File: src/rtl/brg_pkg.sv
package brg_pkg;

  // Register offsets within the four-address window of one port.
  typedef enum logic [1:0] {
    OFS_DATA = 2'd0,   // data stub, or low divisor byte while access bit is set
    OFS_IER  = 2'd1,   // interrupt-enable stub, or high divisor byte
    OFS_RSV  = 2'd2,   // unused, reads zero
    OFS_LCR  = 2'd3    // line control
  } reg_ofs_e;

  // Position of the divisor-access bit in the line control register.
  localparam int unsigned DIV_ACCESS_BIT = 7;

  // Reset value of the low divisor byte; the high byte resets to zero.
  localparam int unsigned DIV_RESET_LO = 2;

  // Smallest ratio the counter will run with.
  localparam int unsigned DIV_MIN = 2;

endpackage

File: src/rtl/brg_rst_sync.sv
module brg_rst_sync #(
  parameter int unsigned STAGES = 2
) (
  input  logic clk,
  input  logic rst_n,
  output logic rst_sync_n
);

  logic [STAGES-1:0] stage_q;
  logic [STAGES-1:0] stage_d;

  always_comb begin
    stage_d = {stage_q[STAGES-2:0], 1'b1};
  end

  always_ff @(posedge clk or negedge rst_n) begin
    if (!rst_n) begin
      stage_q <= '0;
    end else begin
      stage_q <= stage_d;
    end
  end

  assign rst_sync_n = stage_q[STAGES-1];

endmodule

File: src/rtl/brg_regfile.sv
module brg_regfile
  import brg_pkg::*;
#(
  parameter int unsigned       ADDR_W    = 8,
  parameter int unsigned       DATA_W    = 8,
  parameter logic [ADDR_W-1:0] BASE_ADDR = 8'hC0
) (
  input  logic                  clk,
  input  logic                  rst_n,
  input  logic [ADDR_W-1:0]     bus_addr,
  input  logic                  bus_wr,
  input  logic [DATA_W-1:0]     bus_wdata,
  output logic [DATA_W-1:0]     bus_rdata,
  output logic [2*DATA_W-1:0]   div_q,
  output logic [2*DATA_W-1:0]   div_d,
  output logic                  div_load
);

  localparam int unsigned DIV_W = 2 * DATA_W;

  logic [DATA_W-1:0] lcr_q,  lcr_d;
  logic [DATA_W-1:0] data_q, data_d;
  logic [DATA_W-1:0] ier_q,  ier_d;
  logic [DATA_W-1:0] dlo_q,  dlo_d;
  logic [DATA_W-1:0] dhi_q,  dhi_d;

  logic     hit;
  logic     div_access;
  reg_ofs_e ofs;

  // Decode
  assign hit        = (bus_addr[ADDR_W-1:2] == BASE_ADDR[ADDR_W-1:2]);
  assign ofs        = reg_ofs_e'(bus_addr[1:0]);
  assign div_access = lcr_q[DIV_ACCESS_BIT];

  // Next state
  always_comb begin
    lcr_d    = lcr_q;
    data_d   = data_q;
    ier_d    = ier_q;
    dlo_d    = dlo_q;
    dhi_d    = dhi_q;
    div_load = 1'b0;
    if (hit && bus_wr) begin
      unique case (ofs)
        OFS_DATA: begin
          if (div_access) begin
            dlo_d    = bus_wdata;
            div_load = 1'b1;
          end else begin
            data_d = bus_wdata;
          end
        end
        OFS_IER: begin
          if (div_access) begin
            dhi_d    = bus_wdata;
            div_load = 1'b1;
          end else begin
            ier_d = bus_wdata;
          end
        end
        OFS_LCR:  lcr_d = bus_wdata;
        default:  ;
      endcase
    end
  end

  // Registers
  always_ff @(posedge clk or negedge rst_n) begin
    if (!rst_n) begin
      lcr_q  <= '0;
      data_q <= '0;
      ier_q  <= '0;
      dlo_q  <= DATA_W'(DIV_RESET_LO);
      dhi_q  <= '0;
    end else begin
      lcr_q  <= lcr_d;
      data_q <= data_d;
      ier_q  <= ier_d;
      dlo_q  <= dlo_d;
      dhi_q  <= dhi_d;
    end
  end

  assign div_q = {dhi_q, dlo_q};
  assign div_d = {dhi_d, dlo_d};

  // Read mux
  always_comb begin
    bus_rdata = '0;
    if (hit) begin
      unique case (ofs)
        OFS_DATA: bus_rdata = div_access ? dlo_q : data_q;
        OFS_IER:  bus_rdata = div_access ? dhi_q : ier_q;
        OFS_LCR:  bus_rdata = lcr_q;
        default:  bus_rdata = '0;
      endcase
    end
  end

endmodule

File: src/rtl/brg_counter.sv
module brg_counter
  import brg_pkg::*;
#(
  parameter int unsigned CNT_W = 16
) (
  input  logic             clk,
  input  logic             rst_n,
  input  logic             load,
  input  logic [CNT_W-1:0] load_val,
  input  logic [CNT_W-1:0] div,
  output logic [CNT_W-1:0] cnt,
  output logic             tick
);

  localparam logic [CNT_W-1:0] MIN_DIV = CNT_W'(DIV_MIN);
  localparam logic [CNT_W-1:0] ONE     = CNT_W'(1);

  logic [CNT_W-1:0] cnt_q, cnt_d;
  logic             tick_q, tick_d;

  function automatic logic [CNT_W-1:0] clamp_div(input logic [CNT_W-1:0] v);
    return (v < MIN_DIV) ? MIN_DIV : v;
  endfunction

  // Next state: a load wins over expiry and suppresses the pulse.
  always_comb begin
    cnt_d  = cnt_q - ONE;
    tick_d = 1'b0;
    if (load) begin
      cnt_d = clamp_div(load_val);
    end else if (cnt_q == ONE) begin
      cnt_d  = clamp_div(div);
      tick_d = 1'b1;
    end
  end

  always_ff @(posedge clk or negedge rst_n) begin
    if (!rst_n) begin
      cnt_q  <= MIN_DIV;
      tick_q <= 1'b0;
    end else begin
      cnt_q  <= cnt_d;
      tick_q <= tick_d;
    end
  end

  assign cnt  = cnt_q;
  assign tick = tick_q;

endmodule

File: src/rtl/brg_divisor_latch.sv
module brg_divisor_latch #(
  parameter int unsigned       ADDR_W     = 8,
  parameter int unsigned       DATA_W     = 8,
  parameter logic [ADDR_W-1:0] BASE_ADDR  = 8'hC0,
  parameter int unsigned       RST_STAGES = 2
) (
  input  logic              clk,
  input  logic              rst_n,
  input  logic [ADDR_W-1:0] bus_addr,
  input  logic              bus_wr,
  input  logic [DATA_W-1:0] bus_wdata,
  output logic [DATA_W-1:0] bus_rdata,
  output logic              baud_tick
);

  localparam int unsigned DIV_W = 2 * DATA_W;

  logic             rst_sync_n;
  logic [DIV_W-1:0] div_q;
  logic [DIV_W-1:0] div_d;
  logic             div_load;
  logic [DIV_W-1:0] cnt_q;

  brg_rst_sync #(
    .STAGES (RST_STAGES)
  ) u_rst (
    .clk        (clk),
    .rst_n      (rst_n),
    .rst_sync_n (rst_sync_n)
  );

  brg_regfile #(
    .ADDR_W    (ADDR_W),
    .DATA_W    (DATA_W),
    .BASE_ADDR (BASE_ADDR)
  ) u_regs (
    .clk       (clk),
    .rst_n     (rst_sync_n),
    .bus_addr  (bus_addr),
    .bus_wr    (bus_wr),
    .bus_wdata (bus_wdata),
    .bus_rdata (bus_rdata),
    .div_q     (div_q),
    .div_d     (div_d),
    .div_load  (div_load)
  );

  brg_counter #(
    .CNT_W (DIV_W)
  ) u_cnt (
    .clk      (clk),
    .rst_n    (rst_sync_n),
    .load     (div_load),
    .load_val (div_d),
    .div      (div_q),
    .cnt      (cnt_q),
    .tick     (baud_tick)
  );

endmodule

File: config.mk
export PLATFORM = sky130hd
export DESIGN_NAME = brg_divisor_latch
export DESIGN_NICKNAME = d
export VERILOG_FILES = /design/src/rtl/brg_pkg.sv /design/src/rtl/brg_rst_sync.sv /design/src/rtl/brg_regfile.sv /design/src/rtl/brg_counter.sv /design/src/rtl/brg_divisor_latch.sv
export SDC_FILE = /design/constraint.sdc
export NUM_CORES = 1
export LEC_CHECK = 0
export BUFFER_PORTS_ARGS = -buffer_cell sky130_fd_sc_hd__buf_2
export CORE_MARGIN = 2
export CORE_UTILIZATION = 35
export CTS_CLUSTER_SIZE = 10
export DETAILED_ROUTE_END_ITERATION = 10
export PLACE_DENSITY = 0.51
export REMOVE_ABC_BUFFERS = 1
export SETUP_SLACK_MARGIN = 0.15
export SYNTH_ARGS = -nofsm -noshare
export SYNTH_HDL_FRONTEND = slang
export SYNTH_HIERARCHICAL = 1
export SYNTH_SLANG_ARGS = --single-unit
export TNS_END_PERCENT = 50
File: constraint.sdc
create_clock -name clk -period 1.8 [get_ports clk]
set_input_delay 0.27 -clock clk [delete_from_list [all_inputs] [get_ports clk]]
set_output_delay 0.27 -clock clk [all_outputs]
set_load 0.05 [all_outputs]
* After elaboration in Yosys (flattened, before gate mapping)
Cells that the tools add are included.
W data, S select, Z words.
** Storage, ports and cells
- Flip-flop bits (word level) :: 59
- Output and inout bits :: 9
- Word-level logic and storage cells :: 41
** Operators by class
- Add/sub/neg operators :: 1
- Magnitude comparators :: 2
- Eq/ne operators :: 4
- Muxes and demuxes :: 19
- Bitwise operators :: 1
- Reduce and logical (&&, ||, !) cells :: 6
** Operator list (count)
- $mux W8 :: 9
- $mux W16 :: 4
- $lt A16 B2 Y1 const B :: 2
- $pmux W8 S3 :: 1
- $eq A16 B1 Y1 const B :: 1
- $sub A16 B1 Y16 const B :: 1
- $eq A6 B6 Y1 const B :: 1
- $reduce_and A3 Y1 :: 2
- $mux W1 :: 5
- $eq A2 B1 Y1 const B :: 1
- $eq A2 B2 Y1 const B :: 1
- $logic_not A2 Y1 :: 1
- $reduce_and A2 Y1 :: 1
- $reduce_or A2 Y1 :: 1
- $logic_and A1 B1 Y1 :: 1
- $not A1 Y1 :: 1

* Logic depth before layout (Yosys ltp)
Gate-level depths: netlist (run 1).
- Depth in word-level cells :: 6
- Mapped depth :: 8
- Gate-level depth less buffers :: 7

* By module
Netlist (run 1), hierarchy kept.
** By module, submodules not included
- brg_regfile :: instances 1, cells an instance 148, area an instance 2058.2 um^2, seq. area each 1002.2 um^2
- brg_counter :: instances 1, cells an instance 148, area an instance 1276.2 um^2, seq. area each 426.7 um^2
- brg_rst_sync :: instances 1, cells an instance 3, area an instance 53.8 um^2, seq. area each 50.0 um^2

* Worst setup path after synthesis (run 1)
No wires, ideal clock.
- Path kind :: register to register
- From :: register u_regs.lcr_q[7]
- To :: register u_cnt.cnt_q[0] (netlist: u_cnt/cnt[0])
- Setup time :: 0.126 ns
- Arrival time :: 2.148 ns
- Required time :: 1.674 ns
- Path slack :: -0.474 ns
- Cell stages (with the launch flop) :: 9
- Buffers on the path :: 1
- Clock period less this slack :: 2.274 ns
- Path through :: dfrtp_1 > buf_4 > and2_2 > nand4_4 > mux2_2 > nor4_1 > a41oi_1 > and2_1 > a221o_1
** On the way
- Longest elaborated chain between the ends :: 6
- Elaborated cells between the ends (all ways) :: 12
- Those cells by class :: order compare (1); mux (11)
** Ends and longest elaborated chain
- from (decl) :: line brg_regfile.sv:21 : logic [DATA_W-1:0] lcr_q, lcr_d;
- from (signal assigned) :: line brg_regfile.sv:77 : lcr_q <= lcr_d;
- $mux W8 :: line brg_regfile.sv:55 : if (div_access) begin
- $mux W8 :: line brg_regfile.sv:45 : unique case (ofs)
- $mux W8 :: line brg_regfile.sv:44 : if (hit && bus_wr) begin
- net div_d[9] :: line brg_divisor_latch.sv:20 : logic [DIV_W-1:0] div_d;
- $lt A16 B2 Y1 :: line brg_counter.sv:22 : return (v < MIN_DIV) ? MIN_DIV : v;
- $mux W16 :: line brg_counter.sv:22
- $mux W16 :: line brg_counter.sv:29 : if (load) begin
- net u_cnt.cnt_d[0] :: line brg_counter.sv:18 : logic [CNT_W-1:0] cnt_q, cnt_d;
- to (signal assigned) :: line brg_counter.sv:42 : cnt_q <= cnt_d;
- to (decl) :: line brg_counter.sv:18
The timed path passes the listed nets, and every way through them passes these cells.
A chain may end at the register's enable or synchronous reset.

* Worst setup path after layout (run 1)
- From :: register u_cnt.cnt_q[4] (netlist: u_cnt/cnt[4])
- To :: register u_cnt.cnt_q[13] (netlist: u_cnt/cnt[13])
** On the way
- Longest elaborated chain between the ends :: 3
- Elaborated cells between the ends (all ways) :: 4
- Those cells by class :: add/sub (1); eq/ne (1); mux (2)
** Ends and longest elaborated chain
- $sub A16 B1 Y16 / $eq A16 B1 Y1 (equally long branches) :: line brg_counter.sv:27, brg_counter.sv:31
- $mux W16 * :: line brg_counter.sv:31 : end else if (cnt_q == ONE) begin
- $mux W16 * :: line brg_counter.sv:29
- net u_cnt.cnt_d[13] :: line brg_counter.sv:18
Mark *: on every way through the listed nets, which the timed path passes. The rest lies on a longest branch.

==> results of run 1 <==
power breakdown:
group          internal [W]  total, W  switching (W)
logic              0.000329  0.000646       0.000317
clock network      0.000661   0.00129       0.000629
registers           0.00141   0.00148      0.0000619
total               0.00240   0.00341        0.00101
path summary, 6_finish.rpt:
path                       cells past startpoint                     endpoint  slack (ns)                        from
setup / recovery                               4      u_cnt/cnt[13]$_DFF_PN0_       -0.40      u_cnt/cnt[4]$_DFF_PN0_
hold / removal                                 0       u_cnt/cnt[7]$_DFF_PN0_        0.20  u_rst/stage_q[1]$_DFF_PN0_
setup reg to reg                               4      u_cnt/cnt[13]$_DFF_PN0_       -0.40      u_cnt/cnt[4]$_DFF_PN0_
hold reg to reg                                0       u_cnt/cnt[7]$_DFF_PN0_        0.20  u_rst/stage_q[1]$_DFF_PN0_
max in group asynchronous                      1    u_regs/dlo_q[1]$_DFF_PN1_        0.97  u_rst/stage_q[1]$_DFF_PN0_
min in group clk                               2  u_regs/ier_q[4]$_DFFE_PN0P_        0.22                bus_wdata[4]
kinds of logic (layout without fill, tap and decap cells):
family          after synthesis  in the layout  synth area share
buf+inv                      22            139           0.03286
flops                        59             59            0.4365
fa+ha+maj                     2              2          0.007384
other cells                   1              1          0.001107
simple gates                 94             95            0.1953
xor+xnor                      5              5           0.01292
mux                          56             56            0.1865
compound gates               60             60            0.1274
metrics by stage:
stage / cells / instance area, sq um / util
6_report: 546 / 4765 / 0.5108
5_1_grt: 546 / 4765 / 0.5108
4_1_cts: 543 / 4663 / 0.4999
3_5_place_dp: 522 / 4223 / 0.4527
3_3_place_gp: 522 / 4223 / 0.4527
2_1_floorplan: 289 / 3322 / -
synth_stat cells (2+ instances only):
cell type and count:
dfstp_2 2, a31oi_1 5, clkbuf_1 3, a32oi_1 2, o211ai_1 8, o41ai_1 3
ha_1 2, nor4_1 11, and2_1 2, a32o_1 3, buf_4 3, xnor2_1 5
o31ai_1 4, or2_2 2, or3_1 5, a41oi_1 2, buf_6 2, nor3_1 11
nand2b_1 6, nor2b_1 2, a41o_1 2, dfrtp_1 57, mux2_2 52, nor2_1 12
o21ai_0 5, a311oi_1 3, nand2_1 14, a21oi_1 14, buf_2 2, or4_4 2
nand4_4 5, nand4b_1 2, inv_1 12, or2b_1 5, mux2i_1 2, nand4_1 4
layer usage:
| metal | global-route usage | wire [um] | vias up |
|---|---|---|---|
| met2 | 0.3310 | 4991 | 58 |
| li1 | - | - | 1376 |
| met5 | 0 | 0 | - |
| met1 | 0.2825 | 4643 | 1450 |
| met3 | 0.03762 | 356 | 10 |
| met4 | 0.06974 | 150 | 0 |
repair_timing:
item / 4_1_cts / 5_1_grt
setup buffers: 3 / 2
endpoints found under the setup margin: 25 / 27
resized for setup: 33 / 24
hold buffers: 1 / 0
hold endpoints to repair: 2 / 0
pin swaps: 15 / 16
cloned: 1 / 1
registers in the layout, indices dropped and copies added, names as in the netlist:
signal	count
u_cnt/tick	1
u_rst/stage_q	2
u_regs/ier_q	8
u_regs/dhi_q	8
u_regs/dlo_q	8
u_regs/lcr_q	8
u_regs/data_q	8
u_cnt/cnt	16
cell type report:
cell class	count	area share
inverter	12	0.009454
clock inverter	7	0.01707
timing repair buffer	111	0.1786
tap	129	0.03388
sequential	59	0.3107
multi-input combinational	219	0.4244
clock buffer	9	0.02600
cell usage in the layout, fill, tap and decap left out, drive strengths merged, types with 6 or more instances in the layout:
cell type	count
a21oi	14
nor4	12
inv	16
dfrtp	57
or3	6
clkbuf	10
nor2	14
nor3	11
mux2	54
nand2b	6
o211ai	8
nand4	9
nand2	14
buf	109
==> results.py, run 1 <==
metrics = {
    "run_status": {
        "outcome": "finished, violations left",
        "violations": "negative setup slack",
    },
    "yosys": {
        "synth_area_sq_mm": 0.003388,
        "yosys_warnings": 6,
        "synthCells": 299,
        "synth_area_leaders": "dfrtp_1, mux2_2, nand4_4, a21oi_1, nor4_1",
        "synth-edff-count": 0,
        "synth-seq-cells": 59,
        "synth_top_area_frac": 0.4210,
        "avgSynthCellArea_sq_um": 11.33,
        "ys_seq_area_frac": 0.4365,
        "post-synth-top-area-cell": "dfrtp_1",
        "ys.flop_type": "dfrtp_1",
        "synth.distinct_cells": 59,
        "synthArstFlopShare": 1.000,
    },
    "final_layout": {
        "final_nets": 433,
        "fillers": 857,
        "ff_latch_area_sq_mm": 0.001480,
        "areaGrowthSynthToFinish_pct": 40.62,
        "antennaDiodeCount": 0,
        "multiInputGateArea_sq_mm": 0.002022,
        "drive_gt1_frac": 0.5324,
    },
    "worst_setup_path": {
        "critPathTopFamily": "simple AND/OR/NAND/NOR gates",
        "startpoint_type": "register",
        "arrival_ns": 2.44,
        "cp.buffers_inverters": 0,
        "crit_slowest_cell": "or4_4",
        "crit_type": "register to register",
        "crit_top_cell": "or4_4",
        "cp-end-kind": "register",
        "critical_path.max_stage_delay_ns": 0.57,
        "crit_chain": "or4_4 -> or4_4 -> or3_1 -> a32o_1",
        "path_max_fanout": 4,
        "required_ns": 2.04,
    },
    "clock_network": {
        "clkSinkCount": 59,
        "cts.clk_slew.worst_paths_ns": 0.08,
        "clockRootBuffer": "clkbuf_8",
        "htreeDepth": 3,
        "clock_latency_ns": 0.35,
        "numCtsBuffers": 9,
        "clock_path_buffers": 2,
        "cts_tree": "built",
    },
    "place": {
        "numPortBuffers": 27,
        "dp_hpwl_mm": 7.221,
        "place_ws_ns": -0.7997,
        "gp_congestion": 0.8800,
    },
    "die": {
        "fp.dieH_um": 102.4,
        "row_count": 35,
        "start_util": 0.3632,
        "dieArea_sq_mm": 0.01048,
        "ios": 28,
        "core-area_sq_mm": 0.009328,
        "die_w_um": 102.4,
    },
    "global_route": {
        "antenna_found_initial": 0,
        "overflow": 0,
        "grt_usage": 0.2064,
        "grt_pass1_wl_mm": 16.18,
        "grt_pass1_vias": 2977,
        "grt_max_degree": 43,
    },
    "power": {
        "p_per_area_mw_per_mm2": 715.8,
        "p_total_w": 0.003410,
        "p_leak_nw": 2.225,
        "vdd_drop_max_v": 0.0003162,
    },
    "timing": {
        "max_freq_ghz": 0.4536,
        "drv_slew": 0,
        "hold_slack_ns": 0.1995,
        "setup_violations": 23,
        "min_period_over_period": 1.225,
        "tightest_slew_ns": 0.5476,
        "period_minus_slack_ns": 2.205,
        "final_hold_viol_count": 0,
        "final.setup_skew_ns": 0.006034,
        "fin_ws_ns": -0.4046,
        "tns_ns": -5.742,
        "rsz0062_at_grt": "true",
        "slew_headroom": 0.6336,
    },
    "detailed_routing": {
        "initialDrtViolationCount": 157,
        "wl_per_cell_um": 18.57,
        "ant_nets": 0,
        "vias_per_cell": 5.300,
        "drt_wl_total_mm": 10.14,
        "vias": 2894,
        "post-route-drc-count": 0,
        "dr.pass1.iters": 5,
    },
    "min_path": {
        "hold_class": "register to async pin",
    },
    "flow_run": {
        "maxCapViolCount": 0,
    },
}
Note: power is estimated with default switching activity, not from simulation.
==> inputs of run 2 (changes only) <==
--- a/config.mk
+++ b/config.mk
@@ -10,7 +10,7 @@
 export CORE_UTILIZATION = 35
 export CTS_CLUSTER_SIZE = 10
 export DETAILED_ROUTE_END_ITERATION = 10
-export PLACE_DENSITY = 0.51
+export PLACE_DENSITY_LB_ADDON = 0.25
 export REMOVE_ABC_BUFFERS = 1
 export SETUP_SLACK_MARGIN = 0.15
 export SYNTH_ARGS = -nofsm -noshare
==> constraint.sdc (replaced) <==
create_clock -name clk -period 2.11 [get_ports clk]
set_input_delay 0.3165 -clock clk [delete_from_list [all_inputs] [get_ports clk]]
set_output_delay 0.3165 -clock clk [all_outputs]
set_load 0.05 [all_outputs]
==> run 2 against run 1 <==
  * The run still ends with negative setup slack left
  * Final area down 3.9%
  * Sequential power fell by 16%
  * Routed wire length shrank 4.9%
  * Non-clock buffer count fell by 19
  * Core utilization down 2.0 points
  * Worst hold slack improved by 0.058 ns
  * Critical path depth stayed put
  * Sequential cell count unchanged
  * Largest power group unchanged
==> results.py, run 2 (synthesis gave the netlist of run 1 again) <==
metrics = {
    "timing": {
        "period_minus_slack_ns": 2.202,
        "tightest_slew_ns": 0.5762,
        "tns_ns": -0.2716,
        "final.setup_skew_ns": 0.009824,
        "slew_headroom": 0.6144,
        "max_freq_ghz": 0.4542,
        "hold_slack_ns": 0.2572,
        "min_period_over_period": 1.044,
        "drv_slew": 0,
        "rsz0062_at_grt": "true",
        "setup_violations": 5,
        "fin_ws_ns": -0.09191,
        "final_hold_viol_count": 0,
    },
    "power": {
        "p_sw_frac": 0.2838,
        "internal_power_w": 0.002005,
        "vdd_drop_max_v": 0.0002516,
        "sequentialPowerShare": 0.448,
        "p_sw_w": 0.0007946,
        "p_leak_nw": 2.143,
        "p_comb_frac": 0.176,
        "power_frac_clock": 0.377,
        "p_per_area_mw_per_mm2": 611.3,
    },
    "flow_run": {
        "maxCapViolCount": 0,
    },
    "clock_network": {
        "clock_path_buffers": 2,
        "cts_tree": "built",
        "numCtsBuffers": 9,
        "htreeDepth": 3,
        "clockRootBuffer": "clkbuf_8",
        "cts.clk_slew.worst_paths_ns": 0.07,
        "clkSinkCount": 59,
        "clock_latency_ns": 0.35,
    },
    "min_path": {
        "hold_class": "register to async pin",
    },
    "worst_setup_path": {
        "crit_chain": "or4_4 -> or4_4 -> or3_1 -> a32o_1",
        "cp-end-kind": "register",
        "arrival_ns": 2.43,
        "crit_top_cell": "or4_4",
        "r2r-start": "u_cnt/cnt[4]$_DFF_PN0_",
        "critical_path.max_stage_delay_ns": 0.57,
        "crit_slowest_cell": "or4_4",
        "cp.buffers_inverters": 0,
        "crit_type": "register to register",
        "r2r-end": "u_cnt/cnt[14]$_DFF_PN0_",
        "rrSetupSlack_ns": -0.09,
        "startpoint_type": "register",
        "critPathTopFamily": "simple AND/OR/NAND/NOR gates",
        "reg2regPathDepth": 4,
        "required_ns": 2.34,
        "cp.depth": 4,
        "path_max_fanout": 5,
        "startpoint": "u_cnt/cnt[4]$_DFF_PN0_",
    },
    "run_status": {
        "violations": "negative setup slack",
        "outcome": "finished, violations left",
    },
    "global_route": {
        "busiest_layer": "met2",
        "overflow": 0,
        "grt_util_met1": 0.2605,
        "grt_use_met2": 0.3092,
        "grt_usage": 0.1942,
        "grt_pass1_wl_mm": 15.21,
        "gr-usage-met3": 0.03215,
        "grt_pass1_vias": 2909,
        "antenna_found_initial": 0,
        "grt_max_degree": 58,
    },
    "detailed_routing": {
        "vias_per_cell": 5.395,
        "wl_per_cell_um": 18.30,
        "post-route-drc-count": 0,
        "vias": 2843,
        "initialDrtViolationCount": 168,
        "dr.pass1.iters": 4,
        "ant_nets": 0,
        "drt_wl_total_mm": 9.644,
    },
    "die": {
        "ios": 28,
        "die_w_um": 102.4,
        "fp.dieH_um": 102.4,
        "core-area_sq_mm": 0.009328,
        "dieArea_sq_mm": 0.01048,
        "row_count": 35,
        "start_util": 0.3632,
    },
    "final_layout": {
        "drive_gt1_frac": 0.5000,
        "largest_reg_flops": 16,
        "layout_commonest_cell": "buf_4",
        "fin_cells": 527,
        "post-route-util": 0.4909,
        "final_cell_mix": "buf_4, dfrtp_1, mux2_2",
        "areaGrowthSynthToFinish_pct": 35.16,
        "antennaDiodeCount": 0,
        "fin_area_sq_mm": 0.004579,
        "final_nets": 414,
    },
    "place": {
        "dp_hpwl_mm": 6.907,
        "numPortBuffers": 27,
        "gp_congestion": 0.8993,
        "dpl.cell_count": 505,
        "placed_cell_area_sq_mm": 0.004095,
    },
}
[run 2: changes by cell type in the layout (fill, tap and decap cells not counted), sizes merged]
cell | before | now
clkinv | 1 | 4
inv | 16 | 13
buf | 109 | 90
[run 2: repair_timing]
action                                  in CTS  in global routing
endpoints found under the setup margin      19                 22
pin swaps                                   23                 14
endpoints found under the hold margin        2                  0
cloned                                       1                  1
gates resized for setup                     33                 14
hold buffers                                 1                  0
buffers inserted                             2                  1
[run 2: cell type report]
class	instances	area, sq um
clock inverters	7	77.57
fillers	852	4748
flip-flops and latches	59	1480
repair buffers	92	711.9
inverters	12	45.04
multi-input cells	219	1979
well taps	129	161.4
clock buffers	9	123.9
[run 2: layer usage]
layer  share of wire  wire, um
met5               0         0
met4           0.025       245
met3           0.036       351
met2            0.48      4629
met1            0.46      4417
[run 2: metrics by stage]
stage	setup slack [ns]	power [W]
after floorplan	-0.3622	0.001515
after global placement	-0.3562	0.001712
after detailed placement	-0.4705	0.001722
after CTS	-0.06229	0.002801
after global routing	-0.1485	0.002928
final	-0.09191	0.002799
[run 2: worst max-delay path by stage]
stage | slack (ns) | to
2_1_floorplan | -0.36 | u_cnt/cnt[0]$_DFF_PN0_
3_3_place_gp | -0.36 | u_cnt/cnt[0]$_DFF_PN0_
3_5_place_dp | -0.47 | u_cnt/cnt[0]$_DFF_PN0_
4_1_cts | -0.06 | u_cnt/cnt[14]$_DFF_PN0_
5_1_grt | -0.15 | u_cnt/cnt[0]$_DFF_PN0_
6_report | -0.09 | u_cnt/cnt[14]$_DFF_PN0_
[run 2: power groups by stage]
stage               Combinational (W)  Clock [W]  Sequential (W)
finish                       0.000492    0.00105         0.00125
global route                 0.000529    0.00113         0.00126
CTS                          0.000471    0.00108         0.00125
detailed placement           0.000453          0         0.00127
global placement             0.000447          0         0.00127
floorplan                    0.000201          0         0.00131
